--- src/rtl/tx_seq_pkg.sv ---
package tx_seq_pkg;

   localparam int SRC_W = 2;

   typedef enum logic [SRC_W-1:0] {
      SRC_FIFO = 2'b00,
      SRC_XON  = 2'b01,
      SRC_XOFF = 2'b10
   } tx_src_e;

   typedef enum logic [2:0] {
      BRK_OFF,
      BRK_WAIT,
      BRK_ON,
      BRK_STOP,
      BRK_MARK
   } brk_st_e;

endpackage

--- src/rtl/tx_flow_slot.sv ---
module tx_flow_slot #(
   parameter bit XOFF_WINS = 1'b1
) (
   input  logic clk,
   input  logic rst_n,
   input  logic req_xon,
   input  logic req_xoff,
   input  logic cancel,
   input  logic clr,
   input  logic taken,
   output logic pend,
   output logic sel_xoff
);

   logic new_req;
   logic new_xoff;

   assign new_req = req_xon | req_xoff;

   generate
      if (XOFF_WINS) begin : g_xoff_first
         assign new_xoff = req_xoff;
      end else begin : g_xon_first
         assign new_xoff = req_xoff & ~req_xon;
      end
   endgenerate

   always_ff @(posedge clk or negedge rst_n) begin
      if (!rst_n) begin
         pend     <= 1'b0;
         sel_xoff <= 1'b0;
      end else if (clr) begin
         pend     <= 1'b0;
         sel_xoff <= 1'b0;
      end else if (new_req) begin
         pend     <= 1'b1;
         sel_xoff <= new_xoff;
      end else if (taken || cancel) begin
         // a load in this cycle has already handed the character off
         pend     <= 1'b0;
      end
   end

endmodule

--- src/rtl/tx_brk_ctl.sv ---
module tx_brk_ctl
   import tx_seq_pkg::*;
#(
   parameter int MARK_BITS = 1
) (
   input  logic clk,
   input  logic rst_n,
   input  logic start,
   input  logic stop,
   input  logic clr,
   input  logic tx_en,
   input  logic tx_idle,
   input  logic quiet,
   input  logic bit_tick,
   output logic brk_force,
   output logic hold
);

   localparam int CNT_W = (MARK_BITS > 1) ? $clog2(MARK_BITS) : 1;
   localparam logic [CNT_W-1:0] CNT_LAST = CNT_W'(MARK_BITS - 1);

   initial begin
      assert (MARK_BITS >= 1) else $error("MARK_BITS must be at least 1");
   end

   brk_st_e st_q;
   logic [CNT_W-1:0] cnt_q;

   always_ff @(posedge clk or negedge rst_n) begin
      if (!rst_n) begin
         st_q  <= BRK_OFF;
         cnt_q <= '0;
      end else if (clr) begin
         st_q  <= BRK_OFF;
         cnt_q <= '0;
      end else begin
         case (st_q)
            BRK_OFF:  if (start && !stop && tx_en) st_q <= BRK_WAIT;
            BRK_WAIT: begin
               if (stop)                                st_q <= BRK_OFF;
               else if (bit_tick && tx_idle && quiet)   st_q <= BRK_ON;
            end
            BRK_ON:   if (stop) st_q <= BRK_STOP;
            BRK_STOP: begin
               if (bit_tick) begin
                  st_q  <= BRK_MARK;
                  cnt_q <= '0;
               end
            end
            BRK_MARK: begin
               if (bit_tick) begin
                  if (cnt_q == CNT_LAST) st_q  <= BRK_OFF;
                  else                   cnt_q <= cnt_q + 1'b1;
               end
            end
            default:  st_q <= BRK_OFF;
         endcase
      end
   end

   assign brk_force = (st_q == BRK_ON) || (st_q == BRK_STOP);
   assign hold      = brk_force || (st_q == BRK_MARK);

endmodule

--- src/rtl/tx_load_arb.sv ---
module tx_load_arb
   import tx_seq_pkg::*;
(
   input  logic             shf_busy,
   input  logic             shf_done,
   input  logic             ld_q,
   input  logic             hold,
   input  logic             fifo_empty,
   input  logic             can_fifo,
   input  logic             flow_pend,
   input  logic             flow_xoff,
   output logic             load_req,
   output logic [SRC_W-1:0] load_src,
   output logic             take_flow,
   output logic             quiet
);

   logic free;
   logic go;
   logic take_fifo;

   assign free      = !shf_busy || shf_done;
   assign go        = free && !ld_q && !hold;
   assign take_flow = go && flow_pend;
   assign take_fifo = go && !flow_pend && can_fifo && !fifo_empty;
   assign load_req  = take_flow || take_fifo;
   assign quiet     = !shf_busy && !ld_q && fifo_empty && !flow_pend;

   always_comb begin
      load_src = SRC_FIFO;
      if (take_flow) load_src = flow_xoff ? SRC_XOFF : SRC_XON;
   end

endmodule

--- src/rtl/tx_flow_seq.sv ---
module tx_flow_seq
   import tx_seq_pkg::*;
#(
   parameter int MARK_BITS = 1,
   parameter bit XOFF_WINS = 1'b1
) (
   input  logic             clk,
   input  logic             rst_n,
   input  logic             tx_en,
   input  logic             fifo_empty,
   input  logic             fifo_wr,
   input  logic             shf_busy,
   input  logic             shf_done,
   input  logic             bit_tick,
   input  logic             cmd_brk_start,
   input  logic             cmd_brk_stop,
   input  logic             cmd_xon,
   input  logic             cmd_xoff,
   input  logic             cmd_pause,
   input  logic             cmd_resume,
   input  logic             cmd_cancel,
   input  logic             cmd_reset,
   output logic             load_req,
   output logic [SRC_W-1:0] load_src,
   output logic             brk_force,
   output logic             tx_idle
);

   logic paused_q;
   logic act_q;
   logic ld_q;
   logic idle_q;
   logic flow_pend;
   logic flow_xoff;
   logic take_flow;
   logic quiet;
   logic hold;

   always_ff @(posedge clk or negedge rst_n) begin
      if (!rst_n) begin
         paused_q <= 1'b0;
         act_q    <= 1'b0;
         ld_q     <= 1'b0;
         idle_q   <= 1'b0;
      end else begin
         if (cmd_reset || cmd_resume) paused_q <= 1'b0;
         else if (cmd_pause)          paused_q <= 1'b1;
         // stays active after disable until the FIFO has drained
         act_q  <= tx_en || (act_q && !fifo_empty);
         ld_q   <= load_req;
         idle_q <= tx_en && quiet && !load_req && !fifo_wr && !cmd_reset;
      end
   end

   tx_flow_slot #(.XOFF_WINS(XOFF_WINS)) u_slot (
      .clk      (clk),
      .rst_n    (rst_n),
      .req_xon  (cmd_xon),
      .req_xoff (cmd_xoff),
      .cancel   (cmd_cancel),
      .clr      (cmd_reset),
      .taken    (take_flow),
      .pend     (flow_pend),
      .sel_xoff (flow_xoff)
   );

   tx_brk_ctl #(.MARK_BITS(MARK_BITS)) u_brk (
      .clk       (clk),
      .rst_n     (rst_n),
      .start     (cmd_brk_start),
      .stop      (cmd_brk_stop),
      .clr       (cmd_reset),
      .tx_en     (tx_en),
      .tx_idle   (idle_q),
      .quiet     (quiet),
      .bit_tick  (bit_tick),
      .brk_force (brk_force),
      .hold      (hold)
   );

   tx_load_arb u_arb (
      .shf_busy   (shf_busy),
      .shf_done   (shf_done),
      .ld_q       (ld_q),
      .hold       (hold),
      .fifo_empty (fifo_empty),
      .can_fifo   (act_q && !paused_q),
      .flow_pend  (flow_pend),
      .flow_xoff  (flow_xoff),
      .load_req   (load_req),
      .load_src   (load_src),
      .take_flow  (take_flow),
      .quiet      (quiet)
   );

   assign tx_idle = idle_q;

endmodule

--- config.mk ---
export PLATFORM = sky130hd
export DESIGN_NAME = tx_flow_seq
export DESIGN_NICKNAME = d
export VERILOG_FILES = /design/src/rtl/tx_seq_pkg.sv /design/src/rtl/tx_flow_slot.sv /design/src/rtl/tx_brk_ctl.sv /design/src/rtl/tx_load_arb.sv /design/src/rtl/tx_flow_seq.sv
export SDC_FILE = /design/constraint.sdc
export NUM_CORES = 1
export LEC_CHECK = 0
export ABC_CLOCK_PERIOD_IN_PS = 1850
export BUFFER_PORTS_ARGS = -buffer_cell sky130_fd_sc_hd__buf_4
export CORE_AREA = 4 4 41 43
export DETAILED_ROUTE_END_ITERATION = 10
export DIE_AREA = 0 0 45 47
export SYNTH_ARGS = -nofsm -noshare
export SYNTH_HDL_FRONTEND = slang
export SYNTH_SLANG_ARGS = --single-unit
--- constraint.sdc ---
create_clock -name clk -period 1.85 [get_ports clk]
set_input_delay 0.0925 -clock clk [delete_from_list [all_inputs] [get_ports clk]]
set_output_delay 0.0925 -clock clk [all_outputs]
set_load 0.02 [all_outputs]
==> qor.yml <==
synth_top_area_share_pct: 46.4
min_from: "tx_en"
r2r_start: "u_brk.st_q[2]"
synth_fa_ha_area_share_pct: 0
yosysMostFrequentCell: "dfrtp_1"
syn_to_final_growth_pct: 43.8
power_density_nw_per_um2: 637
overflow: 0
synth.cell_area_sq_um: 485
arrival_ps: 1550
wl_met2_um: 521
fp.dieH_um: 47
swShare_pct: 25.1
end_kind: "output port"
num_rows: 13
total_power_mw: 0.445
synth_top_family_by_area: "simple AND/OR/NAND/NOR gates"
skew_ps: 10.6
drc: 0
synthCells: 49
r2r_slack_ps: 520
post_cts_buffers: 0
ys.flop_type: "dfrtp_1"
wl_met1_um: 474
slew_headroom_pct: 75.1
ctsHtreeMaxLevel: 1
ant_nets: 0
rr_worst_depth: 4
synthXorXnorAreaFrac_pct: 0
gp_congestion: 0.699
vias: 435
hold_path_end: "act_q"
cts_root_buffer: "clkbuf_4"
clkPwrFrac_pct: 33.0
max-cap-violations: 0
cts_sinks: 9
p_comb_share_pct: 18.9
synth.area.top_cells: "dfrtp_1, a2111oi_4, nor2_1"
internal_power_mw: 0.333
finalCriticalPeriod_ps: 1640
avgSynthCellArea_sq_um: 9.91
synth.distinct_cells: 21
core_area_sq_um: 1300
yosys.area.top_type: "dfrtp_1"
nets: 92
totalWireLength_um: 1070
grt_pass1_vias: 435
antenna_found_initial: 0
max_slew.worst_pin.slew_ps: 368
hp-class: "in -> reg"
grtUsageTotal_pct: 12.1
num_antenna_cells: 0
max_clock_freq_mhz: 608
met3_length_um: 77
maxSlewViolCount: 0
cts_resized: 0
dr.max_layer_used: "met3"
ys_top_cells_by_count: "dfrtp_1, nor2_1, nand2_1, nand2b_1, and3_1"
initial_core_util_pct: 37.3
clk_latency_ps: 260
path_max_fanout: 5
synthArstFlopShare_pct: 100
clk_pin_slew_worst_paths_ps: 70
grt_max_degree: 10
synth_compound_area_share_pct: 16.5
start_kind: "flip-flop"
p_switching_mw: 0.112
finalSetupTns_ps: 0
yosysSeqAreaShare_pct: 46.4
cts_tree: "yes"
placed_area_sq_um: 651
power.leakage_nw: 0.343
rsz0062_at_grt: "false"
io_pins: 21
synth_edf_count: 0
crit_required_ps: 1760
via_per_inst: 4.83
seqPwrFrac_pct: 48.1
status: "complete, no violations"
drtPass1Iterations: 3
hold_violations: 0
port_buffers: 20
synth-seq-cells: 9
final_cell_area_sq_um: 698
hpwl_um: 876
cts_buffer_depth: 2
fin_crit_sh_pct: 88.9
worstSetupPathType: "reg -> out"
post_drt_wl_per_cell_um: 11.9
r2r_end: "u_slot.pend"
synthSimpleGateAreaFrac_pct: 33.2
hold_path_depth: 2
grt_pass1_wl_um: 1820
drive_gt1_share_pct: 37.3
synthMuxAreaShare_pct: 0
chipWidth_um: 45
finalSetupViolCount: 0
dieArea_sq_um: 2120
syn_nets: 65
drt_iter0_markers: 3
yosys_warnings: 0
cts_made_buffers: 3
vdd_ir_drop_max_mv: 0.528
-- critical path, stage by stage, from the launching register on --
cell,delay (ps)
dfrtp_1,390
and2b_4,230
a2111oi_4,330
o21a_1,200
buf_4,140
-- cells in the final DEF (no fill, tap or decap), drive strengths merged --
cell         netlist  routed
or3b               1       1
and3               3       3
nand3              2       2
o21a               1       1
a21oi              2       2
nor3b              1       1
inv                2       2
clkbuf             0       3
nor2               7       7
nand2              4       4
nand2b             4       4
dlygate4sd3        0       2
dfrtp              9       9
a31oi              2       2
a2111oi            1       1
buf                1      21
nor4b              2       2
o22ai              1       1
nor3               2       2
o221ai             1       1
or4                1       1
clkinv             0       1
and2b              1       1
o21bai             1       1
-- layout make-up --
type                            count  area [sq um]
Tap cell                           15          18.8
Sequential cell                     9           225
Inverter                            2          7.51
Clock buffer                        3          22.5
Multi-Input combinational cell     37           241
Timing Repair Buffer               23           178
Clock inverter                      1          5.00
Fill cell                         134           603
-- metal layers --
layer  vias up  global-route usage (%)
met4         0                    5.26
met1       195                    15.0
met3         0                    2.68
met5         -                       0
met2        11                    20.1
li1        229                       -
-- sequential cells by signal, summed over array words and instances, names as in the netlist --
signal	count
u_brk.st_q	3
act_q	1
tx_idle	1
ld_q	1
u_slot.sel_xoff	1
paused_q	1
u_slot.pend	1
-- cell families (layout without fill, tap and decap cells) --
logic type / after synthesis / after routing
DFF: 9 / 9
buffers and inverters: 3 / 29
and+or+nand+nor: 28 / 28
AOI/OAI and AO/OA: 9 / 9
-- how the worst max path moves through the flow --
stage / end / start / slack, ps / depth (start not counted)
detailed placement: load_req / u_brk.st_q[1] / 470 / 4
floorplan: load_src[0] / u_brk.st_q[1] / 460 / 4
CTS: load_req / u_brk.st_q[2] / 180 / 4
finish: load_req / u_brk.st_q[2] / 210 / 4
global route: load_src[0] / u_brk.st_q[2] / 80 / 5
global placement: load_req / u_brk.st_q[1] / 490 / 4
-- power by group through the flow --
stage / Clock [mW] / Sequential (mW) / Combinational, mW
after detailed placement: 0 / 0.218 / 0.0818
after floorplan: 0 / 0.216 / 0.0378
after global routing: 0.166 / 0.215 / 0.0923
final: 0.147 / 0.214 / 0.0842
after global placement: 0 / 0.217 / 0.0816
after CTS: 0.153 / 0.214 / 0.0854
-- through the flow --
step | hold WS, ps | utilization [%] | cells | worst slack [ps]
global placement | -78.2 | 50.0 | 84 | 492
CTS | 31.8 | 53.7 | 90 | 184
finish | 36.8 | 53.7 | 90 | 205
global route | 32.5 | 53.7 | 90 | 82.3
floorplan | -203 | - | 49 | 463
detailed placement | -79.9 | 50.0 | 84 | 470
-- timing repair --
| item | in CTS | in global routing |
|---|---|---|
| hold buffers | 2 | 0 |
| endpoints found under the setup margin | 0 | 0 |
| hold endpoints to repair | 10 | 0 |
(Power assumes the default switching activity.)
